<file path="config.mk">
export PLATFORM = sky130hd
export DESIGN_NAME = flash_page_eraser
export DESIGN_NICKNAME = d
export VERILOG_FILES = /design/src/rtl/fpe_pkg.sv /design/src/rtl/fpe_decode.sv /design/src/rtl/fpe_regs.sv /design/src/rtl/fpe_seq.sv /design/src/rtl/fpe_array.sv /design/src/rtl/flash_page_eraser.sv
export SDC_FILE = /design/constraint.sdc
export NUM_CORES = 1
export LEC_CHECK = 0
export BUFFER_PORTS_ARGS = -buffer_cell sky130_fd_sc_hd__buf_2
export CORE_MARGIN = 2
export CORE_UTILIZATION = 40
export DETAILED_ROUTE_END_ITERATION = 7
export HOLD_SLACK_MARGIN = 0.1
export SYNTH_ARGS = -nofsm -noshare
export SYNTH_HDL_FRONTEND = slang
export SYNTH_SLANG_ARGS = --single-unit
export TNS_END_PERCENT = 20
</file>
<file path="constraint.sdc">
create_clock -name clk_i -period 6.14 [get_ports clk_i]
set_clock_uncertainty 0.2 [all_clocks]
set_input_delay 1.228 -clock clk_i [delete_from_list [all_inputs] [get_ports clk_i]]
set_output_delay 1.228 -clock clk_i [all_outputs]
set_load 0.02 [all_outputs]
</file>
<file path="src/rtl/fpe_pkg.sv">
package fpe_pkg;
  localparam int unsigned DATA_W = 32;
  localparam logic [31:0] FLASH_BASE = 32'h0800_0000;
  localparam logic [31:0] INIT_BASE  = 32'h0BAD_0000;
  localparam logic [1:0] REG_CTRL = 2'd0;
  localparam logic [1:0] REG_ADDR = 2'd1;
  localparam logic [1:0] REG_STAT = 2'd2;
  // control and status bit positions
  localparam int unsigned C_EN = 0, C_START = 1, C_IE = 2;
  localparam int unsigned S_BUSY = 0, S_END = 1, S_ERR = 2;
endpackage

</file>
<file path="src/rtl/fpe_decode.sv">
module fpe_decode #(
  parameter int unsigned PAGES = 4,
  parameter int unsigned WORDS_PER_PAGE = 8,
  localparam int unsigned PG_W = $clog2(PAGES),
  localparam int unsigned PB_W = $clog2(WORDS_PER_PAGE * 4)
) (
  input  logic [31:0]     addr_i,
  output logic            in_win_o,
  output logic [PG_W-1:0] page_o
);
  import fpe_pkg::*;
  localparam logic [31:0] FLASH_BYTES = 32'(PAGES * WORDS_PER_PAGE * 4);

  logic [31:0] off;
  assign off      = addr_i - FLASH_BASE;
  assign in_win_o = (addr_i >= FLASH_BASE) && (off < FLASH_BYTES);
  assign page_o   = off[PB_W +: PG_W];
endmodule

</file>
<file path="src/rtl/fpe_regs.sv">
module fpe_regs (
  input  logic        clk_i,
  input  logic        rst_ni,
  input  logic        we_i,
  input  logic [1:0]  addr_i,
  input  logic [31:0] wdata_i,
  input  logic        busy_i,
  input  logic        done_i,
  input  logic        in_win_i,
  output logic [31:0] rdata_o,
  output logic [31:0] page_addr_o,
  output logic        launch_o,
  output logic        start_o,
  output logic        end_o,
  output logic        err_o,
  output logic        ie_o
);
  import fpe_pkg::*;

  logic en_q, ie_q, start_q, addr_ld_q, end_q, err_q;
  logic [31:0] addr_q;
  logic ctrl_wr, addr_wr, stat_wr, go;

  assign ctrl_wr  = we_i && addr_i == REG_CTRL && !busy_i;
  assign addr_wr  = we_i && addr_i == REG_ADDR && !busy_i;
  assign stat_wr  = we_i && addr_i == REG_STAT;
  assign go       = start_q && en_q && addr_ld_q;
  assign launch_o = go && in_win_i;

  always_ff @(posedge clk_i or negedge rst_ni) begin
    if (!rst_ni) begin
      en_q <= 1'b0; ie_q <= 1'b0; start_q <= 1'b0;
      addr_ld_q <= 1'b0; addr_q <= '0;
      end_q <= 1'b0; err_q <= 1'b0;
    end else begin
      start_q <= ctrl_wr && wdata_i[C_START];
      if (ctrl_wr) begin
        en_q <= wdata_i[C_EN];
        ie_q <= wdata_i[C_IE];
      end
      if (addr_wr) begin
        addr_q    <= wdata_i;
        addr_ld_q <= 1'b1;
      end else if (go) begin
        addr_ld_q <= 1'b0;
      end
      // set wins over write-one-to-clear
      if (done_i) end_q <= 1'b1;
      else if (stat_wr && wdata_i[S_END]) end_q <= 1'b0;
      if (go && !in_win_i) err_q <= 1'b1;
      else if (stat_wr && wdata_i[S_ERR]) err_q <= 1'b0;
    end
  end

  always_comb begin
    rdata_o = '0;
    unique case (addr_i)
      REG_CTRL: begin
        rdata_o[C_EN] = en_q; rdata_o[C_START] = start_q; rdata_o[C_IE] = ie_q;
      end
      REG_ADDR: rdata_o = addr_q;
      REG_STAT: begin
        rdata_o[S_BUSY] = busy_i; rdata_o[S_END] = end_q; rdata_o[S_ERR] = err_q;
      end
      default: rdata_o = '0;
    endcase
  end

  assign page_addr_o = addr_q;
  assign start_o     = start_q;
  assign end_o       = end_q;
  assign err_o       = err_q;
  assign ie_o        = ie_q;
endmodule

</file>
<file path="src/rtl/fpe_seq.sv">
module fpe_seq #(
  parameter int unsigned PAGES = 4,
  parameter int unsigned WORDS_PER_PAGE = 8,
  localparam int unsigned PG_W = $clog2(PAGES),
  localparam int unsigned WD_W = $clog2(WORDS_PER_PAGE)
) (
  input  logic                 clk_i,
  input  logic                 rst_ni,
  input  logic                 launch_i,
  input  logic [PG_W-1:0]      page_i,
  output logic                 busy_o,
  output logic                 done_o,
  output logic                 we_o,
  output logic [PG_W+WD_W-1:0] waddr_o
);
  localparam logic [WD_W-1:0] LAST = WD_W'(WORDS_PER_PAGE - 1);

  logic            busy_q;
  logic [WD_W-1:0] cnt_q;
  logic [PG_W-1:0] page_q;

  always_ff @(posedge clk_i or negedge rst_ni) begin
    if (!rst_ni) begin
      busy_q <= 1'b0; cnt_q <= '0; page_q <= '0;
    end else if (busy_q) begin
      cnt_q <= cnt_q + 1'b1;
      if (cnt_q == LAST) busy_q <= 1'b0;
    end else if (launch_i) begin
      busy_q <= 1'b1;
      cnt_q  <= '0;
      page_q <= page_i;
    end
  end

  assign busy_o  = busy_q;
  assign we_o    = busy_q;
  assign done_o  = busy_q && cnt_q == LAST;
  assign waddr_o = {page_q, cnt_q};
endmodule

</file>
<file path="src/rtl/fpe_array.sv">
module fpe_array #(
  parameter int unsigned DEPTH = 32,
  localparam int unsigned AW = $clog2(DEPTH)
) (
  input  logic          clk_i,
  input  logic          rst_ni,
  input  logic          we_i,
  input  logic [AW-1:0] waddr_i,
  input  logic [AW-1:0] raddr_i,
  output logic [31:0]   rdata_o
);
  import fpe_pkg::*;
  logic [31:0] mem_q [DEPTH];

  always_ff @(posedge clk_i or negedge rst_ni) begin
    if (!rst_ni) begin
      for (int i = 0; i < DEPTH; i++) mem_q[i] <= INIT_BASE + 32'(i);
    end else if (we_i) begin
      mem_q[waddr_i] <= '1;
    end
  end

  assign rdata_o = mem_q[raddr_i];
endmodule

</file>
<file path="src/rtl/flash_page_eraser.sv">
module flash_page_eraser #(
  parameter int unsigned PAGES = 4,
  parameter int unsigned WORDS_PER_PAGE = 8,
  localparam int unsigned DEPTH = PAGES * WORDS_PER_PAGE,
  localparam int unsigned AW = $clog2(DEPTH),
  localparam int unsigned PG_W = $clog2(PAGES)
) (
  input  logic          clk_i,
  input  logic          rst_ni,
  input  logic          reg_we_i,
  input  logic [1:0]    reg_addr_i,
  input  logic [31:0]   reg_wdata_i,
  output logic [31:0]   reg_rdata_o,
  input  logic [AW-1:0] mem_raddr_i,
  output logic [31:0]   mem_rdata_o,
  output logic          irq_o
);
  logic busy_w, done_w, in_win_w, launch_w, start_w, end_w, err_w, ie_w, mem_we_w;
  logic [31:0]     addr_w;
  logic [PG_W-1:0] page_w;
  logic [AW-1:0]   waddr_w;

  fpe_regs u_regs (
    .clk_i, .rst_ni, .we_i(reg_we_i), .addr_i(reg_addr_i), .wdata_i(reg_wdata_i),
    .busy_i(busy_w), .done_i(done_w), .in_win_i(in_win_w), .rdata_o(reg_rdata_o),
    .page_addr_o(addr_w), .launch_o(launch_w), .start_o(start_w),
    .end_o(end_w), .err_o(err_w), .ie_o(ie_w)
  );

  fpe_decode #(.PAGES(PAGES), .WORDS_PER_PAGE(WORDS_PER_PAGE)) u_dec (
    .addr_i(addr_w), .in_win_o(in_win_w), .page_o(page_w)
  );

  fpe_seq #(.PAGES(PAGES), .WORDS_PER_PAGE(WORDS_PER_PAGE)) u_seq (
    .clk_i, .rst_ni, .launch_i(launch_w), .page_i(page_w),
    .busy_o(busy_w), .done_o(done_w), .we_o(mem_we_w), .waddr_o(waddr_w)
  );

  fpe_array #(.DEPTH(DEPTH)) u_arr (
    .clk_i, .rst_ni, .we_i(mem_we_w), .waddr_i(waddr_w),
    .raddr_i(mem_raddr_i), .rdata_o(mem_rdata_o)
  );

  assign irq_o = end_w && ie_w;
endmodule

</file>
==> metrics.txt, run 1 <==
hold path start=u_arr.mem_q[423]$_DFFE_PN0P_; R2R Setup Slk=2780 ps; Crit path required time=4710 ps; met3 usage=3.740%; clock sink total=1,068; Yosys warning total=0; Avg WL per Cell=24.62 microns; clock latency at the later pin of the worst-skew pair=690 ps; Root Buffer=clkbuf_16; PortBufs=106; cell chain of the critical path=buf_8 > buf_12 > mux4_2 > o22ai_1 > nor4_1 > buf_4 > buf_2; layout cell share with drive strength beyond 1=57.99%; global-route wire length before repair=170,500 microns; GR Layer Usage met1=30.67%; # DRC=0; P&R area growth vs syn=15.16%; Die Y=329.3 microns; postcts setup bufs=0; IO Pins=107; largest net degree at the start of global routing=159; Vias=24.36k; vias in the first global route=26.68k; H-tree Lvls=3; number of max-cap violations=0; CTS tree=done; final setup fails=0; CP Class=primary input to output pin; Net count, final=3,051; status=finished clean; EDFF count, synth=0; initial antenna violation count=10; dpl hpwl=64,840 microns; r2r startpoint=u_seq.busy_o$_DFF_PN0_; Via density=5.416; P per Cell Area=302.1 nW/um^2; core area=105,100 sq um; Netlist Area Pre-Place=42,330 sq um; Hold Path Class=flip-flop to flip-flop; Tightest Pin Transition=1359 ps; syn_nets=2,931; dominant synthesized flop cell=dfrtp_1; TNS Setup=0 ps; Power Total=0.01473 W; Max-Slew Margin vs Limit=9.209%; Syn Area/Cell=14.68 sq um; clk slew on worst S/H paths=60 ps; Crit. End Element=output pin; Worst Hold End=u_arr.mem_q[423]$_DFFE_PN0P_; All-Layer GR Usage=20.92%; met2 Track Usage GR=32.30%; final hold viol count=0; CP Max Fanout=66; wirelength, routed=110,700 microns; Max Clock Freq=195.8 MHz; RSZ-0062 raised after global routing=false; number of synthesized register bits=1,068; Startpoint Class=primary input; worst reg2reg endpoint=u_arr.mem_q[869]$_DFFE_PN0P_; FP Rows=119; Num CTS Buffers=109; post-route ant nets=0; P_leak=25.33 nW; crit-path leading delay family=buffers and inverters; die width=329.3 microns; Unique masters post-synth=38; final slew viol count=0; Initial Util=40.27%; routability cong.=0.7876; CTS Hold Buffers Added=0; grt ovf=0; sequential share of the synthesized area=64.12%; worst r2r path cells=5; slowest library cell on the worst path=nor4_1; Max VDD drop=0.2294 mV; CTS max path bufs=3; delay of the slowest critical-path stage=720 ps; Tcrit/Tclk final=83.19%; post-CTS sizing=0; Die Footprint=108,500 sq um; asr flop ratio synth=100.0%; GRT Max-Usage Layer=met2; Cells after Synth=2,883; Worst Path Buf+Inv=4; 1st-pass router iterations=5; Arr. time, crit path=3680 ps; initial DRC count=1,851; fin crit period=5108 ps; WHS Path Cells=1
-- layout make-up --
cell class              count  area (sq um)
inverters                   6         22.52
repair buffers            199          1471
clock buffers             168          3264
flip-flops and latches   1068         27150
well taps                1391          1740
multi-input cells        1619         14600
diodes                      7         17.52
clock inverters            39         495.5
fillers                  9091         56370
-- how the worst max path moves through the flow --
| stage | start | to | slack (ps) | cells after the start |
|---|---|---|---|---|
| after floorplan | mem_raddr_i[0] | mem_rdata_o[21] | 1790 | 6 |
| after global placement | mem_raddr_i[0] | mem_rdata_o[21] | 1030 | 7 |
| after detailed placement | mem_raddr_i[0] | mem_rdata_o[21] | 1030 | 7 |
| after CTS | mem_raddr_i[0] | mem_rdata_o[21] | 1020 | 7 |
| after global routing | mem_raddr_i[0] | mem_rdata_o[21] | 810 | 7 |
| final | mem_raddr_i[1] | mem_rdata_o[21] | 1030 | 7 |
-- sequential cells by signal (all words and copies together) (netlist names) --
signal              count
u_seq.busy_o            1
u_regs.en_q             1
u_regs.page_addr_o     32
u_regs.end_o            1
u_seq.page_q            2
u_arr.mem_q          1024
u_regs.ie_o             1
u_regs.start_o          1
u_regs.addr_ld_q        1
u_regs.err_o            1
u_seq.cnt_q             3
-- synthesized netlist by cell type, types with 2 or more instances --
| master | instances | share of area [%] |
|---|---|---|
| mux2i_1 | 4 | 0.095 |
| o22ai_1 | 128 | 1.9 |
| inv_1 | 6 | 0.053 |
| nand3_1 | 10 | 0.12 |
| mux2_2 | 32 | 0.85 |
| buf_2 | 32 | 0.38 |
| ha_1 | 6 | 0.18 |
| mux2_1 | 2 | 0.053 |
| nor4_1 | 35 | 0.52 |
| and2_2 | 2 | 0.035 |
| dfrtp_1 | 732 | 43 |
| o21ai_0 | 6 | 0.071 |
| mux4_2 | 256 | 14 |
| nand2_1 | 21 | 0.19 |
| or3_1 | 5 | 0.074 |
| nand2b_1 | 257 | 3.8 |
| nor2_1 | 33 | 0.29 |
| clkbuf_1 | 147 | 1.3 |
| a21o_1 | 2 | 0.035 |
| nand3b_1 | 3 | 0.053 |
| or2_2 | 768 | 11 |
| buf_1 | 11 | 0.098 |
| or3b_2 | 2 | 0.041 |
| nor4b_1 | 3 | 0.062 |
| dfstp_2 | 336 | 21 |
| and2_1 | 30 | 0.44 |
| o31ai_1 | 3 | 0.053 |
-- per-layer routing --
layer  vias to the layer above  wire length [microns]
met4                         0                   2714
met3                       159                   6303
met2                       743                  51550
met5                         -                      0
li1                      10098                      -
met1                     13356                  50120
-- worst reg2reg max path: cells and delay by family (launching register included) --
kind | cells | cell delay [ps]
DFF | 1 | 690
and+or+nand+nor | 4 | 2110
buffers and inverters | 1 | 250
-- report_power, final --
group	switching [W]	total (W)	internal [W]	leakage, nW
logic	0.000474	0.000709	0.000235	9.86
registers	0.0000377	0.00714	0.00710	13.6
clock network	0.00280	0.00688	0.00408	1.85
total	0.00332	0.0147	0.0114	25.3
-- through the flow --
stage	worst slack [ps]	utilization (%)	cells	instance area, sq um	hold slack (ps)
2_1_floorplan	1791	-	2883	42330	228.7
3_3_place_gp	1027	42.79	4283	44980	243.4
3_5_place_dp	1030	42.79	4283	44980	246.9
4_1_cts	1017	46.36	4490	48740	261.6
5_1_grt	806.4	46.37	4492	48740	268.3
6_report	1032	46.38	4497	48750	257.8
-- cell usage in the layout (no fill, tap or decap), types with 7 or more instances in the layout --
cell type / count
and2_1: 30
clkbuf_8: 23
dfstp_2: 336
dfrtp_1: 732
mux4_2: 256
clkbuf_1: 32
nor2_1: 9
nor2_4: 24
o22ai_1: 128
buf_12: 17
bufinv_16: 10
clkbuf_16: 113
buf_4: 76
or2_2: 768
buf_2: 103
nand2_1: 21
diode_2: 7
mux2_2: 32
nor4_1: 35
nand3_1: 10
clkinv_2: 21
nand2b_1: 257
-- cell families (layout without fill, tap and decap cells) --
family / Yosys count / count (layout) / synth area share (%)
adder cells (fa/ha/maj): 6 / 6 / 0.1773
AO/OA/AOI/OAI: 142 / 142 / 2.110
other: 0 / 7 / 0
XOR/XNOR: 1 / 1 / 0.02069
AND/OR/NAND/NOR: 1176 / 1176 / 17.12
multiplexers: 294 / 294 / 14.62
buffers and inverters: 196 / 412 / 1.832
flip-flops: 1068 / 1068 / 64.12
Note: power is estimated with default switching activity, not from simulation.
==> run 2, diff against run 1 <==
clock period = 4.7 ns   (was 6.14 ns; I/O delays follow)
==> metrics.txt, run 2 (synthesis results as in run 1) <==
status=finished clean; wirelength, routed=110,200 microns; Setup crit start=mem_raddr_i[0]; routability cong.=0.8002; Hold Path Class=flip-flop to flip-flop; PortBufs=106; number of max-cap violations=0; CTS Hold Buffers Added=1; CTS max path bufs=3; Crit path required time=3560 ps; Arr. time, crit path=3120 ps; TNS Setup=0 ps; layout cell share with drive strength beyond 1=58.31%; grt ovf=0; final hold viol count=0; CTS tree=done; most frequent cells in the layout=or2_2, dfrtp_1, dfstp_2; clock latency at the later pin of the worst-skew pair=680 ps; # DRC=0; Initial Util=40.27%; global-route wire length before repair=170,400 microns; Root Buffer=clkbuf_16; Avg WL per Cell=24.47 microns; final slew viol count=0; Via density=5.397; Reg power frac=48.4%; Top reg by flops=u_arr.mem_q; IO Pins=107; Startpoint Class=primary input; r2r startpoint=u_seq.page_q[0]$_DFFE_PN0P_; RSZ-0062 raised after global routing=false; Crit. End Element=output pin; H-tree Lvls=3; Internal=0.01490 W; postcts setup bufs=0; max reg flops=1,024; P&R area growth vs syn=15.63%; R2R Setup Slk=1920 ps; vias in the first global route=26.93k; worst setup path endpoint=mem_rdata_o[22]; clk slew on worst S/H paths=60 ps; Tightest Pin Transition=1255 ps; Max-Slew Margin vs Limit=16.15%; FP Rows=119; All-Layer GR Usage=20.85%; CP Class=primary input to output pin; Gate power share=5.0%; Die Footprint=108,500 sq um; post-route ant nets=0; fin crit period=4261 ps; dpl hpwl=65,730 microns; Tcrit/Tclk final=90.67%; Sw Share=22.61%; Switch Pwr=0.004353 W; worst r2r path cells=4; Max Clock Freq=234.7 MHz; CP Max Fanout=15; worst reg2reg endpoint=u_arr.mem_q[582]$_DFFE_PN0P_; initial antenna violation count=12; most common cell after layout, fill and taps aside=or2_2; Power Total=0.01925 W; Die Y=329.3 microns; clock sink total=1,068; largest net degree at the start of global routing=149; P per Cell Area=393.2 nW/um^2; initial DRC count=1,910; Max VDD drop=0.3249 mV; Net count, final=3,062; Clock power frac=46.6%; Vias=24.30k; P_leak=25.44 nW; final setup fails=0; post-CTS sizing=0; core area=105,100 sq um; die width=329.3 microns; Num CTS Buffers=109; 1st-pass router iterations=5
[run 2: metal layers]
metal / wire length, microns / global-route usage [%] / vias up
met5: 36 / 0 / -
met3: 5527 / 3.559 / 165
met1: 50650 / 30.46 / 13316
met2: 51250 / 32.55 / 709
li1: - / - / 10102
met4: 2684 / 5.356 / 4
[run 2: stage by stage]
stage	instances	worst slack (ps)	hold WS (ps)	utilization [%]	area (sq um)
finish	4502	438.5	260.7	46.57	48950
global route	4500	288.3	251.6	46.56	48940
CTS	4500	408.7	222.5	46.56	48940
detailed placement	4293	421.3	246.9	42.98	45180
global placement	4293	404.9	243.5	42.98	45180
floorplan	2883	927.0	228.7	-	42330
[run 2: critical path, stage by stage]
cell,delay [ps]
buf_8,220
buf_12,230
buf_12,180
mux4_2,240
o22ai_1,140
buf_4,180
nor4_1,660
buf_2,310
[run 2: power groups by stage]
stage | clock, W | combinational, W | sequential (W)
floorplan | 0 | 0.000441 | 0.00946
global placement | 0 | 0.000961 | 0.00947
detailed placement | 0 | 0.000978 | 0.00948
CTS | 0.00914 | 0.000981 | 0.00932
global route | 0.00955 | 0.00104 | 0.00933
finish | 0.00897 | 0.000955 | 0.00932
[run 2: worst min path at each step]
stage                     cells after the start                                 end  slack [ps]                          from
after floorplan                               1        u_arr.mem_q[416]$_DFFE_PN0P_         230  u_arr.mem_q[416]$_DFFE_PN0P_
after global placement                        1        u_arr.mem_q[954]$_DFFE_PN0P_         240  u_arr.mem_q[954]$_DFFE_PN0P_
after detailed placement                      1        u_arr.mem_q[933]$_DFFE_PN0P_         250  u_arr.mem_q[933]$_DFFE_PN0P_
after CTS                                     3  u_regs.page_addr_o[28]$_DFFE_PN0P_         220               reg_wdata_i[28]
after global routing                          2  u_regs.page_addr_o[18]$_DFFE_PN0P_         250               reg_wdata_i[18]
final                                         1        u_arr.mem_q[741]$_DFFE_PN0P_         260  u_arr.mem_q[741]$_DFFE_PN0P_
[run 2: area by class of cell]
class	instances	area [sq um]
inverters	6	22.52
well taps	1391	1740
diodes	2	5.005
multi-input cells	1619	14590
fillers	9082	56170
flip-flops and latches	1068	27150
repair buffers	210	1694
clock inverters	46	538.0
clock buffers	160	3213
